File: src/rtl/rtc_sec_pkg.sv
package rtc_sec_pkg;

  localparam int DATA_W = 32;
  localparam int EVT_W  = 5;
  localparam int ADDR_W = 8;

  // register offsets (decoded by the bus port)
  localparam logic [ADDR_W-1:0] OFS_BUSY   = 8'h04;
  localparam logic [ADDR_W-1:0] OFS_SEC    = 8'h08;
  localparam logic [ADDR_W-1:0] OFS_SHADOW = 8'h0C;
  localparam logic [ADDR_W-1:0] OFS_MS     = 8'h10;
  localparam logic [ADDR_W-1:0] OFS_SALM0  = 8'h14;
  localparam logic [ADDR_W-1:0] OFS_SALM1  = 8'h18;
  localparam logic [ADDR_W-1:0] OFS_MSALM  = 8'h1C;
  localparam logic [ADDR_W-1:0] OFS_MASK   = 8'h28;
  localparam logic [ADDR_W-1:0] OFS_STAT   = 8'h2C;

  // event bit positions, shared by mask and status
  localparam int EV_SALM0 = 0;
  localparam int EV_SALM1 = 1;
  localparam int EV_MSALM = 2;
  localparam int EV_SCDN  = 3;
  localparam int EV_MSCDN = 4;

  typedef struct packed {
    logic              carry;
    logic [DATA_W-1:0] acc;
  } frac_t;

  // one accumulator step: add inc, wrap at modulus, report the carry
  function automatic frac_t frac_step(input logic [DATA_W-1:0] acc,
                                     input logic [DATA_W-1:0] inc,
                                     input logic [DATA_W-1:0] modulus);
    frac_t r;
    logic [DATA_W-1:0] sum;
    sum     = acc + inc;
    r.carry = (sum >= modulus);
    r.acc   = r.carry ? (sum - modulus) : sum;
    return r;
  endfunction

  // a stored zero disables the comparator
  function automatic logic alarm_hit(input logic [DATA_W-1:0] target,
                                     input logic [DATA_W-1:0] value);
    return (target != '0) && (target == value);
  endfunction

endpackage

File: src/rtl/rtc_sec_timebase.sv
module rtc_sec_timebase
  import rtc_sec_pkg::*;
#(
  parameter int TICK_HZ  = 32768,
  parameter int MS_PER_S = 1000
) (
  input  logic              clk,
  input  logic              rst_n,
  input  logic              tick_i,
  input  logic              load_i,
  input  logic [DATA_W-1:0] load_val_i,
  output logic [DATA_W-1:0] sec_o,
  output logic [DATA_W-1:0] ms_o,
  output logic              ms_evt_o,
  output logic              sec_evt_o,
  output logic [DATA_W-1:0] ms_next_o,
  output logic [DATA_W-1:0] sec_next_o
);

  localparam int MS_W = $clog2(MS_PER_S);
  localparam logic [MS_W-1:0] MS_LAST = MS_W'(MS_PER_S - 1);

  logic [DATA_W-1:0] acc_q;
  logic [MS_W-1:0]   ms_q;
  logic [DATA_W-1:0] sec_q;
  frac_t             step;
  logic              ms_wrap;
  logic [MS_W-1:0]   ms_inc;

  always_comb begin
    step       = frac_step(acc_q, DATA_W'(MS_PER_S), DATA_W'(TICK_HZ));
    ms_wrap    = (ms_q == MS_LAST);
    ms_inc     = ms_wrap ? '0 : ms_q + 1'b1;
    ms_evt_o   = tick_i && !load_i && step.carry;
    sec_evt_o  = ms_evt_o && ms_wrap;
    ms_next_o  = {{(DATA_W-MS_W){1'b0}}, ms_inc};
    sec_next_o = sec_q + 1'b1;
  end

  always_ff @(posedge clk) begin
    if (!rst_n) begin
      acc_q <= '0;
      ms_q  <= '0;
      sec_q <= '0;
    end else if (load_i) begin
      acc_q <= '0;
      ms_q  <= '0;
      sec_q <= load_val_i;
    end else if (tick_i) begin
      acc_q <= step.acc;
      if (step.carry) begin
        ms_q <= ms_inc;
        if (ms_wrap) sec_q <= sec_next_o;
      end
    end
  end

  assign sec_o = sec_q;
  assign ms_o  = {{(DATA_W-MS_W){1'b0}}, ms_q};

endmodule

File: src/rtl/rtc_sec_mirror.sv
module rtc_sec_mirror
  import rtc_sec_pkg::*;
#(
  parameter int TICKS_PER_COPY = 8,
  parameter int COPY_CYCLES    = 4
) (
  input  logic              clk,
  input  logic              rst_n,
  input  logic              tick_i,
  input  logic [DATA_W-1:0] sec_i,
  input  logic [DATA_W-1:0] ms_i,
  output logic              busy_o,
  output logic              copy_o,
  output logic [DATA_W-1:0] bus_sec_o,
  output logic [DATA_W-1:0] bus_ms_o
);

  localparam int DIV_W = (TICKS_PER_COPY > 1) ? $clog2(TICKS_PER_COPY) : 1;
  localparam int CYC_W = $clog2(COPY_CYCLES) + 1;
  localparam logic [DIV_W-1:0] DIV_LAST = DIV_W'(TICKS_PER_COPY - 1);
  localparam logic [CYC_W-1:0] CYC_LAST = CYC_W'(COPY_CYCLES - 1);

  logic [DIV_W-1:0] div_q;
  logic [CYC_W-1:0] cyc_q;
  logic             busy_q;
  logic             start;

  assign start  = tick_i && (div_q == DIV_LAST) && !busy_q;
  assign copy_o = busy_q && (cyc_q == CYC_LAST);
  assign busy_o = busy_q;

  always_ff @(posedge clk) begin
    if (!rst_n) begin
      div_q     <= '0;
      cyc_q     <= '0;
      busy_q    <= 1'b0;
      bus_sec_o <= '0;
      bus_ms_o  <= '0;
    end else begin
      if (tick_i) div_q <= (div_q == DIV_LAST) ? '0 : div_q + 1'b1;
      if (start) begin
        busy_q <= 1'b1;
        cyc_q  <= '0;
      end else if (copy_o) begin
        busy_q    <= 1'b0;
        bus_sec_o <= sec_i;
        bus_ms_o  <= ms_i;
      end else if (busy_q) begin
        cyc_q <= cyc_q + 1'b1;
      end
    end
  end

endmodule

File: src/rtl/rtc_sec_events.sv
module rtc_sec_events
  import rtc_sec_pkg::*;
(
  input  logic              clk,
  input  logic              rst_n,
  input  logic              sec_evt_i,
  input  logic [DATA_W-1:0] sec_next_i,
  input  logic              ms_evt_i,
  input  logic [DATA_W-1:0] ms_next_i,
  input  logic [DATA_W-1:0] salm0_i,
  input  logic [DATA_W-1:0] salm1_i,
  input  logic [DATA_W-1:0] msalm_i,
  input  logic              stat_we_i,
  input  logic              mask_we_i,
  input  logic [EVT_W-1:0]  wbits_i,
  output logic [EVT_W-1:0]  status_o,
  output logic [EVT_W-1:0]  mask_o,
  output logic              irq_o
);

  logic [EVT_W-1:0] hit;
  logic [EVT_W-1:0] clr;

  always_comb begin
    hit           = '0;
    hit[EV_SALM0] = sec_evt_i && alarm_hit(salm0_i, sec_next_i);
    hit[EV_SALM1] = sec_evt_i && alarm_hit(salm1_i, sec_next_i);
    hit[EV_MSALM] = ms_evt_i  && alarm_hit(msalm_i, ms_next_i);
    hit[EV_SCDN]  = 1'b0;
    hit[EV_MSCDN] = 1'b0;
    clr           = stat_we_i ? wbits_i : '0;
  end

  always_ff @(posedge clk) begin
    if (!rst_n) begin
      status_o <= '0;
      mask_o   <= '0;
    end else begin
      status_o <= (status_o & ~clr) | hit;
      if (mask_we_i) mask_o <= wbits_i;
    end
  end

  assign irq_o = |(status_o & mask_o);

endmodule

File: src/rtl/rtc_sec_top.sv
module rtc_sec_top
  import rtc_sec_pkg::*;
#(
  parameter int TICK_HZ        = 32768,
  parameter int MS_PER_S       = 1000,
  parameter int TICKS_PER_COPY = 8,
  parameter int COPY_CYCLES    = 4
) (
  input  logic              clk,
  input  logic              rst_n,
  input  logic              tick_i,
  input  logic              req_i,
  input  logic              we_i,
  input  logic [ADDR_W-1:0] addr_i,
  input  logic [DATA_W-1:0] wdata_i,
  output logic [DATA_W-1:0] rdata_o,
  output logic              irq_o
);

  logic              busy, copy;
  logic              wr_ok, rd_ms;
  logic [DATA_W-1:0] sec_q, ms_core;
  logic              ms_evt, sec_evt;
  logic [DATA_W-1:0] ms_next, sec_next;
  logic [DATA_W-1:0] bus_sec, bus_ms;
  logic [DATA_W-1:0] shadow_q, alm0_q, alm1_q, msalm_q;
  logic [EVT_W-1:0]  status_q, mask_q;
  logic [DATA_W-1:0] rd_mux;

  assign wr_ok = req_i && we_i && !busy;
  assign rd_ms = req_i && !we_i && (addr_i == OFS_MS);

  rtc_sec_timebase #(.TICK_HZ(TICK_HZ), .MS_PER_S(MS_PER_S)) u_time (
    .clk, .rst_n, .tick_i,
    .load_i     (wr_ok && (addr_i == OFS_SEC)),
    .load_val_i (wdata_i),
    .sec_o      (sec_q),
    .ms_o       (ms_core),
    .ms_evt_o   (ms_evt),
    .sec_evt_o  (sec_evt),
    .ms_next_o  (ms_next),
    .sec_next_o (sec_next)
  );

  rtc_sec_mirror #(.TICKS_PER_COPY(TICKS_PER_COPY), .COPY_CYCLES(COPY_CYCLES)) u_mirror (
    .clk, .rst_n, .tick_i,
    .sec_i     (sec_q),
    .ms_i      (ms_core),
    .busy_o    (busy),
    .copy_o    (copy),
    .bus_sec_o (bus_sec),
    .bus_ms_o  (bus_ms)
  );

  rtc_sec_events u_events (
    .clk, .rst_n,
    .sec_evt_i  (sec_evt),
    .sec_next_i (sec_next),
    .ms_evt_i   (ms_evt),
    .ms_next_i  (ms_next),
    .salm0_i    (alm0_q),
    .salm1_i    (alm1_q),
    .msalm_i    (msalm_q),
    .stat_we_i  (wr_ok && (addr_i == OFS_STAT)),
    .mask_we_i  (wr_ok && (addr_i == OFS_MASK)),
    .wbits_i    (wdata_i[EVT_W-1:0]),
    .status_o   (status_q),
    .mask_o     (mask_q),
    .irq_o      (irq_o)
  );

  always_comb begin
    unique case (addr_i)
      OFS_BUSY:   rd_mux = {{(DATA_W-1){1'b0}}, busy};
      OFS_SEC:    rd_mux = bus_sec;
      OFS_SHADOW: rd_mux = shadow_q;
      OFS_MS:     rd_mux = bus_ms;
      OFS_SALM0:  rd_mux = alm0_q;
      OFS_SALM1:  rd_mux = alm1_q;
      OFS_MSALM:  rd_mux = msalm_q;
      OFS_MASK:   rd_mux = {{(DATA_W-EVT_W){1'b0}}, mask_q};
      OFS_STAT:   rd_mux = {{(DATA_W-EVT_W){1'b0}}, status_q};
      default:    rd_mux = '0;
    endcase
  end

  always_ff @(posedge clk) begin
    if (!rst_n) begin
      rdata_o  <= '0;
      shadow_q <= '0;
      alm0_q   <= '0;
      alm1_q   <= '0;
      msalm_q  <= '0;
    end else begin
      if (req_i && !we_i) rdata_o <= rd_mux;
      if (rd_ms) shadow_q <= bus_sec;
      if (wr_ok && (addr_i == OFS_SALM0)) alm0_q  <= wdata_i;
      if (wr_ok && (addr_i == OFS_SALM1)) alm1_q  <= wdata_i;
      if (wr_ok && (addr_i == OFS_MSALM)) msalm_q <= wdata_i;
    end
  end

endmodule

File: config.mk
export PLATFORM = sky130hd
export DESIGN_NAME = rtc_sec_top
export DESIGN_NICKNAME = d
export VERILOG_FILES = /design/src/rtl/rtc_sec_pkg.sv /design/src/rtl/rtc_sec_timebase.sv /design/src/rtl/rtc_sec_mirror.sv /design/src/rtl/rtc_sec_events.sv /design/src/rtl/rtc_sec_top.sv
export SDC_FILE = /design/constraint.sdc
export NUM_CORES = 1
export LEC_CHECK = 0
export CORE_MARGIN = 2
export CORE_UTILIZATION = 50
export CTS_BUF_LIST = sky130_fd_sc_hd__clkbuf_2 sky130_fd_sc_hd__clkbuf_4 sky130_fd_sc_hd__clkbuf_8
export DETAILED_ROUTE_END_ITERATION = 10
export PLACE_DENSITY = 0.74
export SLEW_MARGIN = 10
export SYNTH_ARGS = -nofsm -noshare
export SYNTH_HDL_FRONTEND = slang
export SYNTH_HIERARCHICAL = 1
export SYNTH_SLANG_ARGS = --single-unit
File: constraint.sdc
create_clock -name clk -period 10.09 [get_ports clk]
set_input_delay 1.5135 -clock clk [delete_from_list [all_inputs] [get_ports clk]]
set_output_delay 1.5135 -clock clk [all_outputs]
set_load 0.02 [all_outputs]
==> run_results.csv, run 1 <==
group,metric,value,unit
route,drc_errors,0,
pwr,sequentialPowerShare,0.420,
route,drt-vias-per-instance,6.05,
critical_path,path_cells,"ha_1 -> or3_1 -> o2111ai_4 -> nor4_1 -> xor2_1 -> or3_1 -> o41ai_4 -> buf_4 -> nor2_1 -> a211oi_1 -> a311oi_1",
finish,layout_common_cells,"466 x nand2_1, 312 x dfxtp_1, 207 x a21oi_1",
logic_synthesis,synth_edf_count,0,
finish,final_common_cell,"nand2_1",
finish,final_area,19200,um2
global_route,grt_max_degree,86,
critical_path,cp_slowest_cell,"o41ai_4",
sta,setup_viol,0,
logic_synthesis,avgSynthCellArea,8.10,um2
pwr,power.density,168,nW/um2
critical_path,crit_path_start,"u_time/acc_q[3]",
finish,drive_above_1_share,0.0878,
sta,fmax,205,MHz
sta,rsz0062_at_grt,"false",
route,detail_route.first_pass.iterations,5,
critical_path,cp-end-kind,"flip-flop",
cts,cts.htree.levels,2,
global_route,grt_usage,0.318,
placed_design,place_ws,5.13,ns
critical_path,worst_r2r_path_depth,11,
sta,tightestPinTransition,1.12,ns
sta,fin_crit,4.87,ns
logic_synthesis,synth_flop_cell,"dfxtp_1",
logic_synthesis,yosys-top-cells-area,"dfxtp_1 36%, nand2_1 10%, xor2_1 6.1%",
placed_design,hpwlAfterDp,41000,um
route,final_antenna_net_count,0,
floorplanning,coreArea,34500,um2
route,finalWirelength,58200,um
sta,holdWs,0.448,ns
sta,relSlewSlack,0.254,
floorplanning,core.rowCount,68,
critical_path,critical_path.max_stage_delay,1.04,ns
logic_synthesis,ys_seq_elements,312,
critical_path,critPathBufInv,1,
finish,n_fill_cell,3142,
pwr,p_switching,0.00103,W
placed_design,port_buffers,77,
critical_path,r2r_end,"u_time/sec_o[23]",
finish,multi_input_area,10200,um2
logic_synthesis,synth_seq_area_share,0.357,
floorplanning,ios,78,
route,num_vias,16100,
sta,setup_slack,5.22,ns
sta,finalCritPeriodShare,0.483,
finish,syn2layout_area_growth,10.0,%
placed_design,routabilityCongestion,1.07,
floorplanning,initial_core_util,0.507,
critical_path,cpMostUsedCell,"or3_1",
floorplanning,dieArea,36500,um2
critical_path,start_kind,"flip-flop",
cts,cts.sinks,312,
pwr,clkPwrFrac,0.382,
logic_synthesis,postSynthCellCount,2157,
pwr,combPwrFrac,0.198,
critical_path,cp.depth,11,
placed_design,dpl-instance-area,18100,um2
critical_path,crit_type,"reg -> reg",
global_route,antenna_found_initial,1,
critical_path,reg2reg_slack,5.22,ns
cts,ctsLongestPathBuffers,3,
logic_synthesis,async_flop_share,0,
global_route,grt_pass1_wl,88500,um
job,drv_cap,0,
cts,path_clk_slew,0.06,ns
floorplanning,dieWidth,191,um
logic_synthesis,synth_top_area_cell,"dfxtp_1",
run_status,status,"finished, final reports clean",
cts,cts_hold_repair.buffers,0,
critical_path,critPathArrivalTime,5.38,ns
route,drtIter0Drc,1812,
floorplanning,die_height,191,um
sta,slew_violations,0,
logic_synthesis,synth.distinct_cells,96,
pwr,power_leakage,7.05,nW
finish,fin_nets,2225,
pwr,vdd_drop_max,0.121,mV
sta,hold_viol,0,
sta,setup-tns-final,0,ns
logic_synthesis,yosysTopAreaCellShare,0.357,
global_route,overflow,0,
cts,cts_tree,"built",
logic_synthesis,yosys_warnings,6,
min_path,hold_class,"reg -> reg",
cts,clk_latency,0.67,ns
finish,register_area,6250,um2
cts,cts_root_buf,"clkbuf_8",
cts,cts_buffers,54,
logic_synthesis,syn_area,17500,um2
critical_path,timing.rr.start,"u_time/acc_q[3]",
critical_path,required,10.60,ns
global_route,first_global_vias,14900,
critical_path,setup.worst_path.end,"u_time/sec_o[23]",
pwr,intPower,0.00221,W
pwr,switching_share,0.318,
critical_path,critPathMaxFanout,29,
route,routedWlPerCell,21.8,um
cts,cts_resized,0,
cts,cts_setup_buffers,0,
critical_path,cp_top_family,"compound AO/OA/AOI/OAI gates",
finish,diodes,0,
sta,skew,0.0339,ns
-- cell families after synthesis --
family	count (synthesis)	synth area share
simple gates	853	0.233
buf+inv	212	0.0683
compound gates	480	0.174
mux	103	0.0666
flops	312	0.357
xor+xnor	186	0.0932
fa+ha+maj	10	0.00716
other cells	1	0.000215
-- cell type report --
class / count / area share
multi-input cells: 1676 / 0.532
flip-flops and latches: 312 / 0.325
clock buffers: 83 / 0.0523
repair buffers: 104 / 0.0504
well taps: 455 / 0.0296
clock inverters: 13 / 0.00696
inverters: 22 / 0.00443
-- worst min path at each step --
stage,startpoint,endpoint,cells after the start
3_3_place_gp,u_events/status_o[3],u_events/status_o[3],2
2_1_floorplan,u_events/status_o[4],u_events/status_o[4],2
6_report,u_events/status_o[3],u_events/status_o[3],2
4_1_cts,u_events/status_o[3],u_events/status_o[3],2
5_1_grt,u_mirror/bus_ms_o[13],u_mirror/bus_ms_o[13],2
3_5_place_dp,u_events/status_o[3],u_events/status_o[3],2
-- per-stage QoR --
stage	cells	utilization	power (W)
2_1_floorplan	2200	-	0.00189
3_3_place_gp	2569	0.525	0.00200
3_5_place_dp	2569	0.525	0.00201
4_1_cts	2665	0.558	0.00324
5_1_grt	2665	0.558	0.00337
6_report	2665	0.558	0.00324
-- worst register-to-register path, stage by stage, from the launching register on --
cell,delay (ns)
dfxtp_1,0.53
ha_1,0.39
or3_1,0.29
o2111ai_4,0.19
nor4_1,0.50
xor2_1,0.15
or3_1,0.53
o41ai_4,1.05
buf_4,0.52
nor2_1,0.22
a211oi_1,0.29
a311oi_1,0.07
-- power groups by stage --
stage          Sequential (W)  Clock (W)  Combinational, W
2_1_floorplan         0.00133          0          0.000557
3_3_place_gp          0.00138          0          0.000616
3_5_place_dp          0.00138          0          0.000631
4_1_cts               0.00136    0.00125          0.000633
5_1_grt               0.00137    0.00131          0.000697
6_report              0.00136    0.00124          0.000641
-- state kept, by name (all words and copies together), names as in the netlist --
register,count
u_events/status_o,5
msalm_q,32
u_events/mask_o,5
u_mirror/busy_o,1
u_time/acc_q,29
alm1_q,32
u_mirror/bus_ms_o,32
u_time/ms_q,10
u_mirror/div_q,3
u_time/sec_o,32
u_mirror/cyc_q,3
rdata_o,32
shadow_q,32
u_mirror/bus_sec_o,32
alm0_q,32
-- cells in the mapped netlist (10+ instances only) --
| cell | number |
|---|---|
| a21boi_1 | 60 |
| a21oi_1 | 207 |
| and3_1 | 12 |
| buf_2 | 40 |
| buf_4 | 54 |
| buf_6 | 19 |
| clkbuf_1 | 72 |
| dfxtp_1 | 312 |
| ha_1 | 10 |
| inv_1 | 20 |
| mux2i_1 | 86 |
| mux4_2 | 10 |
| nand2_1 | 467 |
| nand2b_1 | 13 |
| nand3_1 | 44 |
| nand4_1 | 21 |
| nor2_1 | 91 |
| nor2b_1 | 14 |
| nor3_1 | 53 |
| nor4_1 | 56 |
| o21ai_0 | 80 |
| o22ai_1 | 17 |
| o31ai_1 | 10 |
| or3_1 | 10 |
| xnor2_1 | 65 |
| xor2_1 | 121 |
-- routing by layer --
layer,part of all wire,track usage,vias up
met5,0.00022,0,-
met4,0.049,0.151,2
met3,0.099,0.0677,149
met2,0.44,0.485,851
met1,0.41,0.427,7662
li1,-,-,7446
Power figures use the tool's default switching activity.
==> run 2, diff against run 1 <==
clock period = 4.6 ns   (was 10.09 ns; I/O delays follow)
==> run_results.csv, run 2 (same netlist as run 1, synthesis figures left out) <==
group,metric,value,unit
run_status,status,"finished, final reports clean",
cts,cts_tree,"built",
sta,slew_violations,0,
pwr,vdd_drop_max,0.456,mV
route,detail_route.first_pass.iterations,5,
global_route,met1_usage,0.442,
sta,hold_viol,0,
global_route,use_met2,0.518,
placed_design,hpwlAfterDp,43100,um
route,num_vias,16400,
sta,setup_viol,0,
sta,holdWs,0.450,ns
sta,skew,0.0268,ns
finish,layout_common_cells,"466 x nand2_1, 312 x dfxtp_1, 207 x a21oi_1",
pwr,clkPwrFrac,0.384,
job,drv_cap,0,
critical_path,crit_type,"reg -> reg",
pwr,total_power,0.00735,W
cts,cts_buffers,53,
cts,ctsLongestPathBuffers,3,
cts,cts.sinks,312,
cts,path_clk_slew,0.07,ns
critical_path,reg2reg_slack,0.33,ns
cts,clk_latency,0.66,ns
global_route,use_met3,0.0685,
min_path,hold_depth,2,
finish,fin_nets,2251,
cts,cts.htree.levels,2,
floorplanning,dieWidth,191,um
pwr,power_leakage,7.21,nW
global_route,grt_max_degree,72,
placed_design,port_buffers,77,
global_route,antenna_found_initial,1,
floorplanning,dieArea,36500,um2
critical_path,cp-end-kind,"flip-flop",
sta,fin_crit,4.27,ns
route,routedWlPerCell,22.9,um
global_route,first_global_vias,15400,
sta,finalCritPeriodShare,0.928,
pwr,p_switching,0.00234,W
finish,post-route-util,0.566,
cts,cts_root_buf,"clkbuf_8",
sta,relSlewSlack,0.189,
finish,final_common_cell,"nand2_1",
sta,fmax,234,MHz
floorplanning,die_height,191,um
floorplanning,initial_core_util,0.507,
finish,drive_above_1_share,0.0987,
critical_path,critPathMaxFanout,12,
placed_design,routabilityCongestion,1.04,
floorplanning,ios,78,
finish,diodes,0,
route,drc_errors,0,
floorplanning,core.rowCount,68,
critical_path,worst_r2r_path_depth,16,
route,final_antenna_net_count,0,
pwr,power.density,377,nW/um2
route,drt-vias-per-instance,6.11,
global_route,top_usage_layer,"met2",
floorplanning,coreArea,34500,um2
sta,rsz0062_at_grt,"false",
pwr,sequentialPowerShare,0.403,
sta,setup-tns-final,0,ns
finish,syn2layout_area_growth,11.6,%
critical_path,required,5.19,ns
critical_path,start_kind,"flip-flop",
global_route,grt_pass1_wl,92300,um
route,drtIter0Drc,1997,
min_path,hold_class,"reg -> reg",
global_route,grt_usage,0.334,
route,finalWirelength,61600,um
pwr,combPwrFrac,0.213,
global_route,overflow,0,
pwr,intPower,0.00500,W
pwr,switching_share,0.319,
sta,tightestPinTransition,1.21,ns
critical_path,critPathArrivalTime,4.86,ns
## run 2: cell types whose count changed in the layout (fill, tap and decap cells not counted), moves of 3 or more
cell / before / now
clkbuf_8: 61 / 68
buf_4: 29 / 54
clkbuf_4: 22 / 19
clkinv_2: 8 / 5
## run 2: stage by stage
stage | cells | setup slack, ns | cell area [um2]
6_report | 2693 | 0.330 | 19500
5_1_grt | 2693 | 0.0222 | 19500
4_1_cts | 2690 | 0.0681 | 19500
3_5_place_dp | 2593 | 0.104 | 18300
3_3_place_gp | 2593 | 0.276 | 18300
2_1_floorplan | 2200 | 0.946 | 17600
## run 2: critical path, stage by stage (launching register included)
cell      delay [ns]
dfxtp_1         0.44
a2111o_1        0.54
o21ai_4         0.30
nor2_1          0.11
xnor2_1         0.21
ha_1            0.18
nand2_1         0.04
nor2_1          0.08
o221ai_1        0.11
nor4_1          0.42
buf_4           0.21
and2_1          0.30
nor4_4          0.17
buf_4           0.21
or4_1           0.48
a21oi_1         0.21
mux2i_1         0.19
## run 2: cell type report
type / instances / area (um2)
clock buffers: 87 / 1080
multi-input cells: 1677 / 10200
well taps: 455 / 569
inverters: 22 / 85.1
fillers: 3187 / 15000
repair buffers: 130 / 1180
flip-flops and latches: 312 / 6250
clock inverters: 10 / 121
## run 2: final timing paths
kind | to | start
worst max-delay path | u_time/acc_q[25] | u_time/acc_q[5]
worst min-delay path | u_events/status_o[3] | u_events/status_o[3]
worst max register to register | u_time/acc_q[25] | u_time/acc_q[5]
worst min register to register | u_events/status_o[3] | u_events/status_o[3]
## run 2: what timing repair did
item,in CTS,in global routing
endpoints found under the hold margin,0,0
gates resized for setup,0,0
hold buffers,0,0
endpoints found under the setup margin,0,55
setup buffers,0,2
## run 2: power groups by stage
stage	clock, W	combinational (W)	sequential, W
6_report	0.00282	0.00156	0.00296
5_1_grt	0.00297	0.00168	0.00298
4_1_cts	0.00285	0.00147	0.00295
3_5_place_dp	0	0.00146	0.00301
3_3_place_gp	0	0.00143	0.00300
2_1_floorplan	0	0.00122	0.00292
## run 2: layer usage
metal,up-vias,share of wire
met5,-,0
met4,0,0.048
met3,172,0.095
met2,837,0.44
met1,7933,0.41
li1,7499,-
